`src/rtl/core_wake_seq.sv`:
```
module core_wake_seq #(
  parameter int CYC_PER_US = 100,
  parameter int SETTLE_US  = 5,
  parameter int PWR_US     = 10,
  parameter int POLL_US    = 10,
  parameter int POLL_MAX   = 64
) (
  input  logic        clk,
  input  logic        rst_n,
  input  logic        start_i,
  input  logic [1:0]  core_i,
  input  logic        ext_i,
  input  logic [2:0]  pg_i,
  output logic [31:0] stat_o,
  output logic [31:0] pctl0_o,
  output logic [31:0] pctl1_o,
  output logic [31:0] mempd_o,
  output logic [31:0] clkctl_o,
  output logic        busy_o,
  output logic        done_o,
  output logic        err_o
);
  localparam int MAXUS = (SETTLE_US > PWR_US) ? ((SETTLE_US > POLL_US) ? SETTLE_US : POLL_US)
                                              : ((PWR_US > POLL_US) ? PWR_US : POLL_US);
  localparam int PW = (CYC_PER_US > 1) ? $clog2(CYC_PER_US) : 1;
  localparam int UW = $clog2(MAXUS + 1);
  localparam int NW = $clog2(POLL_MAX + 1);
  localparam logic [31:0] STAT_OFF  = 32'h0303_0300;
  localparam logic [31:0] PCTL0_OFF = 32'h00FC_000E;
  localparam logic [31:0] PCTL1_OFF = 32'h0000_03F0;
  localparam logic [31:0] MEMPD_OFF = 32'hFFF0_0000;

  typedef enum logic [3:0] {
    S_IDLE, S_STAT, S_WSET, S_RST, S_PD, S_PWR, S_WPWR,
    S_POLL, S_WPOLL, S_ISO, S_REL, S_RESTAT
  } st_t;

  st_t st;
  logic [1:0]    core_q;
  logic          ext_q;
  logic [31:0]   stat_q, pctl0_q, pctl1_q, mempd_q, clk_q, snap_q;
  logic          busy_q, done_q, err_q;
  logic [PW-1:0] pre;
  logic [UW-1:0] us;
  logic [NW-1:0] tries;

  logic [1:0] idx;
  logic [4:0] o_st, o_m0, o_rst, o_pd, o_m1;
  assign idx   = core_q - 2'd1;
  assign o_st  = {core_q, 3'b000};
  assign o_m0  = 5'd18 + {2'b00, idx, 1'b0};
  assign o_rst = 5'd25 + {3'b000, idx};
  assign o_pd  = 5'd28 - {1'b0, idx, 2'b00};
  assign o_m1  = 5'd4 + {2'b00, idx, 1'b0};

  logic waiting, tick, wend;
  assign waiting = (st == S_WSET) || (st == S_WPWR) || (st == S_WPOLL);
  assign tick    = pre == PW'(CYC_PER_US - 1);
  assign wend    = tick && (us == UW'(1));

  always_ff @(posedge clk or negedge rst_n) begin
    if (!rst_n) begin
      st      <= S_IDLE;
      core_q  <= 2'd1;
      ext_q   <= 1'b0;
      stat_q  <= STAT_OFF;
      pctl0_q <= PCTL0_OFF;
      pctl1_q <= PCTL1_OFF;
      mempd_q <= MEMPD_OFF;
      clk_q   <= '0;
      snap_q  <= STAT_OFF;
      busy_q  <= 1'b0;
      done_q  <= 1'b0;
      err_q   <= 1'b0;
      pre     <= '0;
      us      <= '0;
      tries   <= '0;
    end else begin
      done_q <= 1'b0;
      if (waiting) begin
        if (tick) begin
          pre <= '0;
          us  <= us - UW'(1);
        end else begin
          pre <= pre + PW'(1);
        end
      end
      case (st)
        S_IDLE: if (start_i) begin
          if (core_i == 2'd0) done_q <= 1'b1;
          else begin
            core_q <= core_i;
            ext_q  <= ext_i;
            busy_q <= 1'b1;
            err_q  <= 1'b0;
            st     <= S_STAT;
          end
        end
        S_STAT: begin
          stat_q[o_st +: 2] <= 2'b00;
          snap_q <= stat_q & ~(32'd3 << o_st);
          if (ext_q) pctl0_q[o_m0 +: 2] <= 2'b00;
          pre <= '0;
          us  <= UW'(SETTLE_US);
          st  <= S_WSET;
        end
        S_WSET: if (wend) st <= S_RST;
        S_RST: begin
          clk_q[o_rst] <= 1'b1;
          st <= ext_q ? S_PD : S_PWR;
        end
        S_PD: begin
          mempd_q[o_pd +: 4] <= 4'h0;
          st <= S_PWR;
        end
        S_PWR: begin
          pctl1_q[o_m1 +: 2] <= 2'b00;
          pre   <= '0;
          us    <= UW'(PWR_US);
          tries <= '0;
          st    <= S_WPWR;
        end
        S_WPWR: if (wend) st <= ext_q ? S_POLL : S_ISO;
        S_POLL: begin
          if (pg_i[idx]) st <= S_ISO;
          else if (tries == NW'(POLL_MAX - 1)) begin
            err_q  <= 1'b1;
            done_q <= 1'b1;
            busy_q <= 1'b0;
            st     <= S_IDLE;
          end else begin
            tries <= tries + NW'(1);
            pre   <= '0;
            us    <= UW'(POLL_US);
            st    <= S_WPOLL;
          end
        end
        S_WPOLL: if (wend) st <= S_POLL;
        S_ISO: begin
          pctl0_q[core_q] <= 1'b0;
          st <= S_REL;
        end
        S_REL: begin
          clk_q[o_rst] <= 1'b0;
          if (ext_q) st <= S_RESTAT;
          else begin
            done_q <= 1'b1;
            busy_q <= 1'b0;
            st     <= S_IDLE;
          end
        end
        S_RESTAT: begin
          stat_q <= snap_q;
          done_q <= 1'b1;
          busy_q <= 1'b0;
          st     <= S_IDLE;
        end
        default: st <= S_IDLE;
      endcase
    end
  end

  assign stat_o   = stat_q;
  assign pctl0_o  = pctl0_q;
  assign pctl1_o  = pctl1_q;
  assign mempd_o  = mempd_q;
  assign clkctl_o = clk_q;
  assign busy_o   = busy_q;
  assign done_o   = done_q;
  assign err_o    = err_q;
endmodule

```
`config.mk`:
```
export PLATFORM = sky130hd
export DESIGN_NAME = core_wake_seq
export DESIGN_NICKNAME = d
export VERILOG_FILES = /design/src/rtl/core_wake_seq.sv
export SDC_FILE = /design/constraint.sdc
export NUM_CORES = 1
export LEC_CHECK = 0
export CAP_MARGIN = 10
export CORE_UTILIZATION = 45
export CTS_CLUSTER_DIAMETER = 60
export DETAILED_ROUTE_END_ITERATION = 12
export PLACE_DENSITY = 0.87
export SLEW_MARGIN = 30
export SYNTH_ARGS = -nofsm -noshare
export SYNTH_HDL_FRONTEND = slang
export SYNTH_SLANG_ARGS = --single-unit
```
`constraint.sdc`:
```
create_clock -name clk -period 3.2 [get_ports clk]
set_clock_uncertainty 0.2 [all_clocks]
set_input_delay 0.64 -clock clk [delete_from_list [all_inputs] [get_ports clk]]
set_output_delay 0.64 -clock clk [all_outputs]
set_load 0.02 [all_outputs]
```
## Yosys cells after proc, flatten, opt, wreduce, memory -nomap -nowiden

Cells that the tools add are included.
W data, S select, Z words.

| word-level totals | value |
|---|---|
| bits in registers | 220 |
| bits of input ports | 9 |
| output and inout bits | 163 |
| word-level logic and storage cells | 148 |

| operators by class | value |
|---|---|
| add/subtract/negate cells | 12 |
| magnitude comparators | 5 |
| eq/ne operators | 24 |
| shift-type cells | 9 |
| multiplexer cells | 55 |
| bitwise gates (word level) | 8 |
| reduce and logical (&&, ||, !) cells | 20 |

Operators with widths:

| cell | number |
|---|---|
| $pmux W32 S2 | 3 |
| $bwmux W32 | 4 |
| $and A32 B32 Y32 | 3 |
| $shift A2 B7 Y32 const A | 3 |
| $shiftx A2 B7 Y32 const A | 3 |
| $not A32 Y32 | 2 |
| $mux W4 | 13 |
| $pmux W4 S11 | 1 |
| $mux W7 | 6 |
| $mux W32 | 1 |
| $not A4 Y32 | 1 |
| $or A32 B32 Y32 | 1 |
| $shift A4 B7 Y32 const A | 1 |
| $shiftx A4 B7 Y32 const A | 1 |
| $shl A2 B5 Y32 const A | 1 |
| $pmux W7 S2 | 2 |
| $neg A5 Y7 | 3 |
| $ne A2 B2 Y1 const B | 10 |
| $mux W1 | 18 |
| $eq A4 B3 Y1 const B | 4 |
| $eq A4 B4 Y1 const B | 4 |
| $add A7 B1 Y7 const B | 2 |
| $pmux W4 S3 | 1 |
| $reduce_and A5 Y1 | 2 |
| 32 further kinds | 43 |

## Longest topological paths before layout

Gate-level depths: netlist of run 1.

| depth | value |
|---|---|
| depth after elaboration | 9 |
| depth in mapped cells | 7 |
| mapped depth without buffers | 7 |

## Worst setup path before layout of run 1

Ideal clock, no wire load.

| timing path | value |
|---|---|
| kind | register to register |
| start point | register core_q[0] |
| end point | register tries[0] |
| library setup time | 0.121 ns |
| arrival time | 2.230 ns |
| required time | 2.879 ns |
| path slack | 0.649 ns |
| cell stages (with the launch flop) | 8 |
| path buffers | 0 |
| period minus slack after synthesis | 2.551 ns |
| cell sequence | dfstp_2 > inv_1 > ha_1 > mux2_2 > a22oi_2 > a31o_2 > nand2_1 > a22o_1 |

| on the way | value |
|---|---|
| word-level cells in the longest chain between the ends | 5 |

Ends and longest elaborated chain:

| item | RTL line | text |
|---|---|---|
| from (decl) | 39 | `logic [1:0] core_q;` |
| from (signal assigned) | 92 | `core_q <= core_i;` |
| $sub A2 B1 Y2 | 49 | `assign idx = core_q - 2'd1;` |
| $bmux W1 S2 | 125 | `if (pg_i[idx]) st <= S_ISO;` |
| $mux W1 (implied by the code) | 125 |  |
| $ne A2 B2 Y1 (no source line) | -- |  |
| $reduce_and A3 Y1 (no source line) | -- |  |
| to (signal assigned) | 132 | `tries <= tries + NW'(1);` |
| to (decl) | 45 | `logic [NW-1:0] tries;` |

Every way passes these cells. The select of a mux whose other input is x is not followed.
A chain may end at the register's enable or synchronous reset.

## Worst setup path in the final report of run 1

Same ends and word-level chain as after synthesis.

==> results of run 1 <==
kinds of logic after synthesis:
family | Yosys count | synth area share (%)
simple gates | 296 | 22.4
xor+xnor | 9 | 1.34
buf+inv | 139 | 15.9
compound gates | 66 | 7.44
fa+ha+maj | 12 | 2.56
flops | 113 | 48.7
other cells | 1 | 0.0639
mux | 9 | 1.62
metrics by stage:
stage | utilization (%) | hold WS [ns]
2_1_floorplan | - | 0.144
3_3_place_gp | 50.4 | 0.241
3_5_place_dp | 50.4 | 0.247
4_1_cts | 54.8 | 0.253
5_1_grt | 54.8 | 0.272
6_report | 54.8 | 0.251
sequential cells by signal, indices dropped and copies added (netlist names):
signal and flops:
core_q 2, pctl1_o 3, snap_q 32, err_o 1
st 4, busy_o 1, tries 7, ext_q 1
stat_o 32, pctl0_o 7, mempd_o 3, clkctl_o 8
done_o 1, us 4, pre 7
synthesized netlist by cell type, drive strengths merged:
cell type / n
nor2: 27
and4b: 1
nor4: 1
a22o: 2
a32o: 1
a221oi: 1
nand2: 204
buf: 117
nand4: 2
inv: 11
nand3: 20
nand2b: 7
nor4b: 2
a31o: 1
nor3: 6
dfrtp: 88
dfstp: 25
a21o: 1
clkbuf: 11
nor2b: 6
o21ai: 14
and2: 3
mux2i: 5
conb: 1
mux2: 4
xnor2: 7
a21boi: 11
a21oi: 20
a22oi: 1
nand3b: 8
o211ai: 3
nor3b: 2
xor2: 2
and3: 5
a211oi: 1
ha: 12
a32oi: 1
o221ai: 1
a31oi: 2
nand4b: 2
o31a: 3
o22ai: 2
o22a: 1
worst max-delay path: stages, from the launching register on:
cell                      delay [ns]
sky130_fd_sc_hd__dfstp_2        0.66
sky130_fd_sc_hd__inv_1          0.15
sky130_fd_sc_hd__ha_1           0.41
sky130_fd_sc_hd__mux2_2         0.38
sky130_fd_sc_hd__a22oi_2        0.30
sky130_fd_sc_hd__a31o_2         0.29
sky130_fd_sc_hd__nand2_1        0.12
sky130_fd_sc_hd__a22o_1         0.26
area by class of cell:
type	instances	area share (%)
clock buffer	20	6.58
clock inverter	11	1.30
sequential	113	41.2
timing repair buffer	86	12.3
multi-input combinational	484	34.9
tap	172	3.10
inverter	11	0.595
power by group through the flow:
stage / Combinational [mW] / Clock [mW] / Sequential (mW)
2_1_floorplan: 1.09 / 0 / 1.82
3_3_place_gp: 1.36 / 0 / 1.86
3_5_place_dp: 1.40 / 0 / 1.87
4_1_cts: 1.42 / 1.75 / 1.85
5_1_grt: 1.56 / 1.83 / 1.89
6_report: 1.42 / 1.73 / 1.86
metal layers:
layer  share of wire [%]  up-vias  global-route usage, %
met5                   0        -                      0
met4                 2.1        0                   9.23
met3                 5.5       27                   4.15
met2                  50      155                   30.8
met1                  43     2054                   24.5
li1                    -     2030                      -
timing repair:
item / 4_1_cts / 5_1_grt
setup buffers: 0 / 0
hold endpoints to repair: 18 / 0
hold buffers: 1 / 0
worst max path at each step:
| stage | startpoint | endpoint | cells past startpoint |
|---|---|---|---|
| 2_1_floorplan | core_q[0] | tries[0] | 7 |
| 3_3_place_gp | core_q[0] | tries[0] | 7 |
| 3_5_place_dp | core_q[0] | tries[0] | 7 |
| 4_1_cts | core_q[0] | tries[0] | 7 |
| 5_1_grt | core_q[0] | tries[0] | 7 |
| 6_report | core_q[0] | tries[0] | 7 |
==> summary.log, run 1 <==
qor: status.outcome completed
qor: grt.grt_remaining_overflow 0
qor: critical_path.timing.critical_path.required 3.29 ns
qor: worst_hold_path.capture_endpoint_of_the_worst_hold_path snap_q[17]
qor: floorplanning.initial_core_util 46.3%
qor: synth.ys_warn_count 0
qor: critical_path.r2r-end tries[0]
qor: cts.tritoncts_clock_tree done
qor: finish.n_antenna_cell 0
qor: finish.synthToLayoutAreaGrowth 18.3%
qor: pwr.switching_power 1.82 mW
qor: cts.insertion_delay 0.41 ns
qor: route.first_pass_iters 4
qor: route.first_iter_violations 275
qor: place.dpl.cell_count 865
qor: job.max_capacitance_violation_count 0
qor: critical_path.timing.critical_path.fanout_max 12
qor: grt.grt_max_degree 61
qor: pwr.power_report.internal_total 3.18 mW
qor: finish.multi_input_comb_area 2430 µm²
qor: place.placement.io_buffers 79
qor: route.routed_wire_length_per_instance 13.5 µm
qor: floorplanning.count_of_standard_cell_rows 41
qor: worst_hold_path.worst_hold_path_type reg2reg
qor: route.vias_per_cell 4.76
qor: critical_path.cp_data_arrival_time 2.96 ns
qor: synth.netlist-cell-type-count 51
qor: sta.worst_slew_margin_rel 58.2%
qor: floorplanning.io_pins 172
qor: finish.seq_area 2860 µm²
qor: synth.seq_area_frac_synth 48.7%
qor: finish.layout-drive-gt1-share 10.6%
qor: critical_path.regToRegSetupSlack 0.33 ns
qor: pwr.power.density_cell_area 721 nW/µm²
qor: finish.layout_commonest_cell sky130_fd_sc_hd__nand2_1
qor: floorplanning.die-height 116 µm
qor: grt.grt_use_total 19.1%
qor: cts.post_cts_resize_count 0
qor: finish.fillCellCount 1082
qor: floorplanning.die_w 116 µm
qor: pwr.max-vdd-ir-drop 0.539 mV
qor: synth.synth-seq-cells 113
qor: place.detailedPlace.worstSlack 0.349 ns
qor: place.detailed_place_hpwl 8140 µm
qor: route.remaining_drc_errors 0
qor: cts.cts_made_buffers 17
qor: floorplanning.dieArea 13500 µm²
qor: pwr.power_frac_clock 34.6%
qor: sta.final-max-slew-violation-count 0
qor: critical_path.critical_path.endpoint_type flop
qor: worst_hold_path.worst_hold_startpoint snap_q[17]
qor: sta.worst_pin_slew 0.627 ns
qor: critical_path.worst_r2r_startpoint core_q[0]
qor: route.postRouteAntennaNets 0
qor: cts.worst_setup_hold_path_clk_slew 0.05 ns
qor: sta.totalNegativeSetupSlack 0 ns
qor: finish.num-nets-final 734
qor: grt.vias_in_the_first_global_route 4110
qor: sta.period_minus_slack 2.87 ns
qor: pwr.power.share.sequential 37.1%
qor: cts.htreeDepth 4
qor: sta.finalSetupViolCount 0
qor: sta.fmax 0.349 GHz
qor: critical_path.classification_of_the_worst_setup_path reg2reg
qor: synth.synthesis.area 5870 µm²
qor: finish.layoutNonFillerInstCount 897
qor: cts.clock_sink_count 113
qor: synth.syn-mean-instance-area 9.10 µm²
qor: synth.synthDominantAreaCellType sky130_fd_sc_hd__dfrtp_1
qor: pwr.power.switching_fraction 36.4%
qor: synth.synth_cells 645
qor: cts.cts-root-buf sky130_fd_sc_hd__clkbuf_16
qor: grt.grt_first_pass_wirelength 19900 µm
qor: pwr.power_leakage 3.41 nW
qor: grt.initial_antenna_violation_count 0
qor: sta.rsz0062_at_grt no
qor: finish.mostFrequentLayoutCells 204 x sky130_fd_sc_hd__nand2_1, 92 x sky130_fd_sc_hd__conb_1, 88 x sky130_fd_sc_hd__dfrtp_1
qor: place.place.gp.congestion 0.830
qor: synth.synth.top_cell.area_share 37.5%
qor: sta.final.period_utilization 89.5%
qor: sta.finalHoldViolCount 0
qor: pwr.power.share.combinational 28.3%
qor: synth.synth.area.top_cells sky130_fd_sc_hd__dfrtp_1 38%, sky130_fd_sc_hd__buf_4 14%, sky130_fd_sc_hd__nand2_1 13%, sky130_fd_sc_hd__dfstp_2 11%, sky130_fd_sc_hd__ha_1 2.6%
qor: critical_path.r2r.worst_path.cells 7
qor: sta.timing.final.ws_setup 0.334 ns
qor: finish.fin_area 6940 µm²
qor: worst_hold_path.hold-path-cell-count 2
qor: place.placement.cell_area 6390 µm²
qor: critical_path.start_kind flop
qor: route.num_vias 4266
qor: route.total_routed_length 12100 µm
qor: pwr.total_power 5.01 mW
qor: cts.number_of_buffers_on_the_longest_clock_path 2
qor: floorplanning.fp.coreArea 12700 µm²
(Power assumes the default switching activity.)
==> inputs of run 2 (changes only) <==
--- a/config.mk
+++ b/config.mk
@@ -8,8 +8,11 @@
 export CAP_MARGIN = 10
 export CORE_UTILIZATION = 45
 export CTS_CLUSTER_DIAMETER = 60
+export CTS_CLUSTER_SIZE = 16
 export DETAILED_ROUTE_END_ITERATION = 12
+export GPL_TIMING_DRIVEN = 0
 export PLACE_DENSITY = 0.87
+export SETUP_SLACK_MARGIN = 0.5
 export SLEW_MARGIN = 30
 export SYNTH_ARGS = -nofsm -noshare
 export SYNTH_HDL_FRONTEND = slang
==> run 2 against run 1 <==
Against the previous run: hold slack improved by 0.0026 ns; global-route usage grew 1.7 points; utilization rose by 7.4 points; wire length increased by 11%; die area did not move; non-clock buffer count increased by 126; sequential share of layout area shrank 4.9 points; critical path type unchanged; setup slack better by 0.21 ns; final area grew 14%.
==> summary.log, run 2 (synthesis results as in run 1) <==
qor: status.outcome completed
qor: sta.period_minus_slack 2.65 ns [-0.212 ns]
qor: place.place.gp.congestion 0.900 [+8.4%]
qor: floorplanning.io_pins 172 [unchanged]
qor: route.total_routed_length 13400 µm [+11%]
qor: route.postRouteAntennaNets 0 [unchanged]
qor: floorplanning.count_of_standard_cell_rows 41 [unchanged]
qor: cts.cts_made_buffers 17 [unchanged]
qor: sta.totalNegativeSetupSlack 0 ns [unchanged]
qor: finish.synthToLayoutAreaGrowth 34.3%
qor: finish.layout_commonest_cell sky130_fd_sc_hd__nand2_1
qor: floorplanning.die_w 116 µm [unchanged]
qor: job.max_capacitance_violation_count 0 [unchanged]
qor: sta.finalHoldViolCount 0 [unchanged]
qor: finish.layout-drive-gt1-share 22.3% [+12 points]
qor: cts.insertion_delay 0.40 ns [about the same]
qor: route.routed_wire_length_per_instance 13.1 µm [-3.1%]
qor: pwr.total_power 5.36 mW [+7.1%]
qor: sta.worst_pin_slew 0.618 ns [-0.00923 ns]
qor: place.detailed_place_hpwl 9290 µm [+14%]
qor: critical_path.critical_path.endpoint_type flop
qor: sta.fmax 0.377 GHz [+8.0%]
qor: cts.tritoncts_clock_tree done
qor: finish.seq_area 2860 µm² [unchanged]
qor: route.vias_per_cell 4.62 [-2.8%]
qor: grt.grt_use_total 20.9% [+1.7 points]
qor: critical_path.cp_data_arrival_time 2.74 ns [-0.22 ns]
qor: cts.clock_sink_count 113 [unchanged]
qor: cts.worst_setup_hold_path_clk_slew 0.05 ns [about the same]
qor: sta.worst_slew_margin_rel 58.6% [+0.46 points]
qor: route.first_iter_violations 361 [+31%]
qor: grt.initial_antenna_violation_count 0 [unchanged]
qor: floorplanning.fp.coreArea 12700 µm² [unchanged]
qor: floorplanning.initial_core_util 46.3% [unchanged]
qor: cts.cts-root-buf sky130_fd_sc_hd__clkbuf_16
qor: finish.multi_input_comb_area 2430 µm² [+0.26%]
qor: finish.num-nets-final 860 [+17%]
qor: cts.number_of_buffers_on_the_longest_clock_path 2 [unchanged]
qor: sta.final.period_utilization 82.9% [-6.6 points]
qor: grt.grt_first_pass_wirelength 21800 µm [+9.4%]
qor: floorplanning.dieArea 13500 µm² [unchanged]
qor: route.first_pass_iters 5 [+1]
qor: grt.grt_remaining_overflow 0 [unchanged]
qor: critical_path.start_kind flop
qor: critical_path.timing.critical_path.fanout_max 7 [-5]
qor: cts.htreeDepth 4 [unchanged]
qor: grt.vias_in_the_first_global_route 4519 [+10%]
qor: pwr.power_leakage 4.04 nW [+18%]
qor: finish.fillCellCount 991 [-8.4%]
qor: critical_path.timing.critical_path.required 3.28 ns [about the same]
qor: pwr.power.density_cell_area 680 nW/µm² [-5.7%]
qor: route.num_vias 4732 [+11%]
qor: place.placement.io_buffers 79 [unchanged]
qor: sta.final-max-slew-violation-count 0 [unchanged]
qor: pwr.max-vdd-ir-drop 0.660 mV [+22%]
qor: worst_hold_path.worst_hold_path_type reg2reg
qor: grt.grt_max_degree 74 [+21%]
qor: finish.n_antenna_cell 0 [unchanged]
qor: route.remaining_drc_errors 0 [unchanged]
qor: floorplanning.die-height 116 µm [unchanged]
qor: sta.finalSetupViolCount 0 [unchanged]
qor: sta.rsz0062_at_grt no
qor: finish.mostFrequentLayoutCells 204 x sky130_fd_sc_hd__nand2_1, 111 x sky130_fd_sc_hd__buf_4, 92 x sky130_fd_sc_hd__conb_1
qor: critical_path.classification_of_the_worst_setup_path reg2reg
## run 2: cell types whose count changed in the layout (fill, tap and decap cells not counted), sizes merged
cell | previous run | this run
clkinv | 9 | 5
buf | 7 | 122
clkbuf | 20 | 31
clkinvlp | 1 | 4
inv | 11 | 12
bufinv | 1 | 2
## run 2: critical path, cell delays in order (launching register included)
cell,delay [ns]
sky130_fd_sc_hd__dfstp_2,0.55
sky130_fd_sc_hd__inv_1,0.10
sky130_fd_sc_hd__ha_2,0.40
sky130_fd_sc_hd__mux2_2,0.38
sky130_fd_sc_hd__a22oi_2,0.26
sky130_fd_sc_hd__a31o_4,0.27
sky130_fd_sc_hd__nand2_1,0.12
sky130_fd_sc_hd__a22o_1,0.26
## run 2: cell type report
| type | count | share of cell area, % |
|---|---|---|
| Sequential cell | 113 | 36.3 |
| Multi-Input combinational cell | 484 | 30.8 |
| Buffer | 128 | 11.3 |
| Timing Repair Buffer | 84 | 10.8 |
| Clock buffer | 20 | 5.79 |
| Tap cell | 172 | 2.73 |
| Clock inverter | 12 | 1.70 |
| Inverter | 11 | 0.524 |
## run 2: timing repair
action                                  CTS  global route
buffers inserted                          1             2
hold endpoints to repair                 32             0
hold buffers                              1             0
resized for setup                         1             2
pin swaps                                 0             1
endpoints found under the setup margin    6             5
## run 2: power by group
part           internal [mW]  switching, mW
clock                   1.19          0.671
sequential              1.60          0.167
combinational          0.642           1.10
## run 2: metal layers
metal / routed length, µm / up-vias / GRT usage, %
met3: 759 / 24 / 5.14
li1: - / 2290 / -
met2: 6700 / 178 / 34.1
met4: 251 / 0 / 7.69
met1: 5660 / 2240 / 26.9
met5: 0 / - / 0
## run 2: worst paths after layout
path | startpoint | end | slack [ns] | depth (start not counted)
worst max-delay path | core_q[0] | tries[0] | 0.55 | 7
worst min-delay path | snap_q[16] | snap_q[16] | 0.25 | 2
worst max register to register | core_q[0] | tries[0] | 0.55 | 7
worst min register to register | snap_q[16] | snap_q[16] | 0.25 | 2
max in group asynchronous | rst_n | stat_o[9] | 1.57 | 3
min in group asynchronous | rst_n | stat_o[30] | 0.52 | 2
## run 2: metrics by stage
step	hold WS [ns]	utilization [%]	setup WS [ns]	instances	instance area (µm²)
2_1_floorplan	0.144	-	0.649	736	6210
3_3_place_gp	0.241	57.0	-2.90	987	7220
3_5_place_dp	0.245	57.2	0.299	988	7250
4_1_cts	0.253	62.1	0.507	1022	7870
5_1_grt	0.266	62.2	0.492	1024	7890
6_report	0.253	62.2	0.547	1024	7890
==> inputs of run 3 (changes only) <==
--- a/config.mk
+++ b/config.mk
@@ -6,7 +6,7 @@
 export NUM_CORES = 1
 export LEC_CHECK = 0
 export CAP_MARGIN = 10
-export CORE_UTILIZATION = 45
+export CORE_UTILIZATION = 43
 export CTS_CLUSTER_DIAMETER = 60
 export CTS_CLUSTER_SIZE = 16
 export DETAILED_ROUTE_END_ITERATION = 12
==> constraint.sdc (replaced) <==
create_clock -name clk -period 2.2 [get_ports clk]
set_clock_uncertainty 0.2 [all_clocks]
set_input_delay 0.44 -clock clk [delete_from_list [all_inputs] [get_ports clk]]
set_output_delay 0.44 -clock clk [all_outputs]
set_load 0.02 [all_outputs]
==> run 3 against run 2 <==
Against the previous run: the flow now finishes with violations (setup timing); via count up 22%; final cell count up 7.0%; non-clock buffer count up 68; global-route usage up 2.0 points.
==> summary.log, run 3 (synthesis results as in run 1) <==
qor: place.place.gp.congestion 0.899 [-0.11%]
qor: route.routed_wire_length_per_instance 19.4 µm [+48%]
qor: pwr.power_leakage 4.96 nW [+23%]
qor: finish.layout_commonest_cell sky130_fd_sc_hd__buf_4
qor: floorplanning.dieArea 14100 µm² [+4.6%]
qor: pwr.power.density_cell_area 1090 nW/µm² [+60%]
qor: floorplanning.die-height 119 µm [+2.3%]
qor: finish.fin_area 9400 µm² [+19%]
qor: worst_hold_path.worst_hold_path_type reg2reg
qor: grt.vias_in_the_first_global_route 5126 [+13%]
qor: sta.period_minus_slack 2.42 ns [-0.229 ns]
qor: floorplanning.fp.coreArea 13300 µm² [+4.9%]
qor: grt.initial_antenna_violation_count 0 [unchanged]
qor: place.detailed_place_hpwl 9100 µm [-2.1%]
qor: pwr.total_power 10.2 mW [+91%]
qor: sta.final.hold.worst_slack 0.265 ns [+0.0115 ns]
qor: floorplanning.initial_core_util 44.2% [-2.2 points]
qor: finish.synthToLayoutAreaGrowth 60.0%
qor: sta.totalNegativeSetupSlack -2.35 ns [-2.35 ns]
qor: sta.rsz0062_at_grt yes
qor: critical_path.timing.critical_path.required 2.33 ns [-0.95 ns]
qor: critical_path.cpMaxStageDelayCell sky130_fd_sc_hd__dfstp_2
qor: pwr.max-vdd-ir-drop 0.834 mV [+26%]
qor: sta.finalSetupViolCount 22 [+22]
qor: critical_path.classification_of_the_worst_setup_path reg2reg
qor: cts.tritoncts_clock_tree done
qor: sta.fmax 0.412 GHz [+9.4%]
qor: critical_path.crit_path_cell_trace inv_4 > ha_4 > mux2_4 > a22oi_2 > buf_6 > a31o_4 > nand3_2 > mux2i_1
qor: sta.timing.final.ws_setup -0.224 ns [-0.771 ns]
qor: place.placement.cell_area 7300 µm² [+0.71%]
qor: floorplanning.die_w 119 µm [+2.3%]
qor: cts.worst_setup_hold_path_clk_slew 0.06 ns [about the same]
qor: route.first_pass_iters 5 [unchanged]
qor: grt.grt_max_degree 86 [+16%]
qor: route.remaining_drc_errors 0 [unchanged]
qor: sta.final-max-slew-violation-count 0 [unchanged]
qor: route.first_iter_violations 572 [+58%]
qor: route.num_vias 5776 [+22%]
qor: cts.number_of_buffers_on_the_longest_clock_path 2 [unchanged]
qor: critical_path.timing.critical_path.fanout_max 5 [-2]
qor: sta.finalHoldViolCount 0 [unchanged]
qor: critical_path.start_kind flop
qor: place.detailedPlace.worstSlack -0.331 ns [-0.630 ns]
qor: critical_path.critical_path.endpoint_type flop
qor: grt.grt_remaining_overflow 0 [unchanged]
qor: status.outcome complete, but fails checks
qor: route.total_routed_length 21200 µm [+59%]
qor: finish.n_antenna_cell 0 [unchanged]
qor: finish.num-nets-final 928 [+7.9%]
qor: cts.clock_sink_count 113 [unchanged]
qor: status.failed_checks setup timing
qor: cts.cts-root-buf sky130_fd_sc_hd__clkbuf_16
qor: critical_path.worst_path_largest_cell_delay 0.60 ns [+0.05 ns]
qor: finish.mostFrequentLayoutCells 137 x sky130_fd_sc_hd__buf_4, 130 x sky130_fd_sc_hd__nand2_1, 92 x sky130_fd_sc_hd__conb_1
qor: route.vias_per_cell 5.27 [+14%]
qor: grt.grt_use_total 22.9% [+2.0 points]
qor: cts.htreeDepth 4 [unchanged]
qor: floorplanning.io_pins 172 [unchanged]
qor: job.max_capacitance_violation_count 0 [unchanged]
qor: finish.layout-drive-gt1-share 52.6% [+30 points]
qor: place.placement.io_buffers 79 [unchanged]
qor: finish.fillCellCount 844 [-15%]
qor: route.postRouteAntennaNets 0 [unchanged]
qor: floorplanning.count_of_standard_cell_rows 42 [+2.4%]
qor: sta.final.period_utilization 110% [+27 points]
qor: critical_path.cp_data_arrival_time 2.55 ns [-0.19 ns]
qor: grt.grt_first_pass_wirelength 25200 µm [+16%]
qor: cts.insertion_delay 0.43 ns [+0.03 ns]
qor: cts.cts_made_buffers 17 [unchanged]
run 3: cell types whose count changed in the layout (fill, tap and decap cells not counted), moves of 8 or more:
cell                              change
sky130_fd_sc_hd__buf_6               +77
sky130_fd_sc_hd__nand3_2              +9
sky130_fd_sc_hd__clkbuf_1            -12
sky130_fd_sc_hd__nand2_1             -74
sky130_fd_sc_hd__nand3_1             -11
sky130_fd_sc_hd__nand2_4             +29
sky130_fd_sc_hd__a21oi_1              -8
sky130_fd_sc_hd__clkdlybuf4s50_1     -71
sky130_fd_sc_hd__buf_4               +26
sky130_fd_sc_hd__nand2_2             +45
sky130_fd_sc_hd__nor2_1              -12
sky130_fd_sc_hd__buf_2               +30
sky130_fd_sc_hd__buf_8                +8
sky130_fd_sc_hd__a21oi_2              +8
run 3: stage by stage:
| step | instances | util [%] |
|---|---|---|
| global route | 1096 | 70.7 |
| floorplan | 736 | - |
| finish | 1096 | 70.7 |
| CTS | 1048 | 61.6 |
| global placement | 991 | 54.7 |
| detailed placement | 992 | 54.9 |
run 3: where the power goes:
| part | switching, mW | internal [mW] |
|---|---|---|
| sequential | 0.326 | 2.33 |
| clock | 1.12 | 1.79 |
| combinational | 2.60 | 2.05 |
run 3: metal layers:
metal	vias up	GRT usage [%]	routed length (µm)
met5	-	0	0
met4	0	12.3	1390
met3	150	6.47	1860
met2	423	38.7	10400
met1	2778	26.2	7600
li1	2425	-	-
run 3: critical path, delay by kind of cell, from the launching register on:
family                   cells  cell delay, ns
AO/OA/AOI/OAI                2            0.40
adder cells (fa/ha/maj)      1            0.27
buffers and inverters        2            0.22
flip-flops                   1            0.60
multiplexers                 2            0.55
AND/OR/NAND/NOR              1            0.09
run 3: final timing paths:
path	startpoint	to	slack (ns)	cells after the start
setup / recovery	core_q[0]	tries[4]	-0.22	8
hold / removal	snap_q[8]	stat_o[8]	0.26	2
setup reg to reg	core_q[0]	tries[4]	-0.22	8
hold reg to reg	snap_q[8]	stat_o[8]	0.26	2
max in group asynchronous	rst_n	snap_q[25]	0.81	3
min in group asynchronous	rst_n	pre[5]	0.27	2
run 3: cell type report:
cell class	instances	area [µm²]	share of cell area [%]
repair buffers	152	1380	14.7
multi-input cells	484	3130	33.3
clock inverters	15	184	1.96
well taps	176	220	2.34
flip-flops and latches	113	2860	30.5
inverters	11	47.5	0.506
plain buffers	128	1150	12.2
clock buffers	17	425	4.53
run 3: timing repair:
action                     in CTS  in global routing
hold buffers                    1                  0
cloned                          0                  3
buffers inserted               23                 45
pin swaps                      11                 97
setup endpoints to repair     182                150
hold endpoints to repair       28                  0
gates resized for setup       401                270
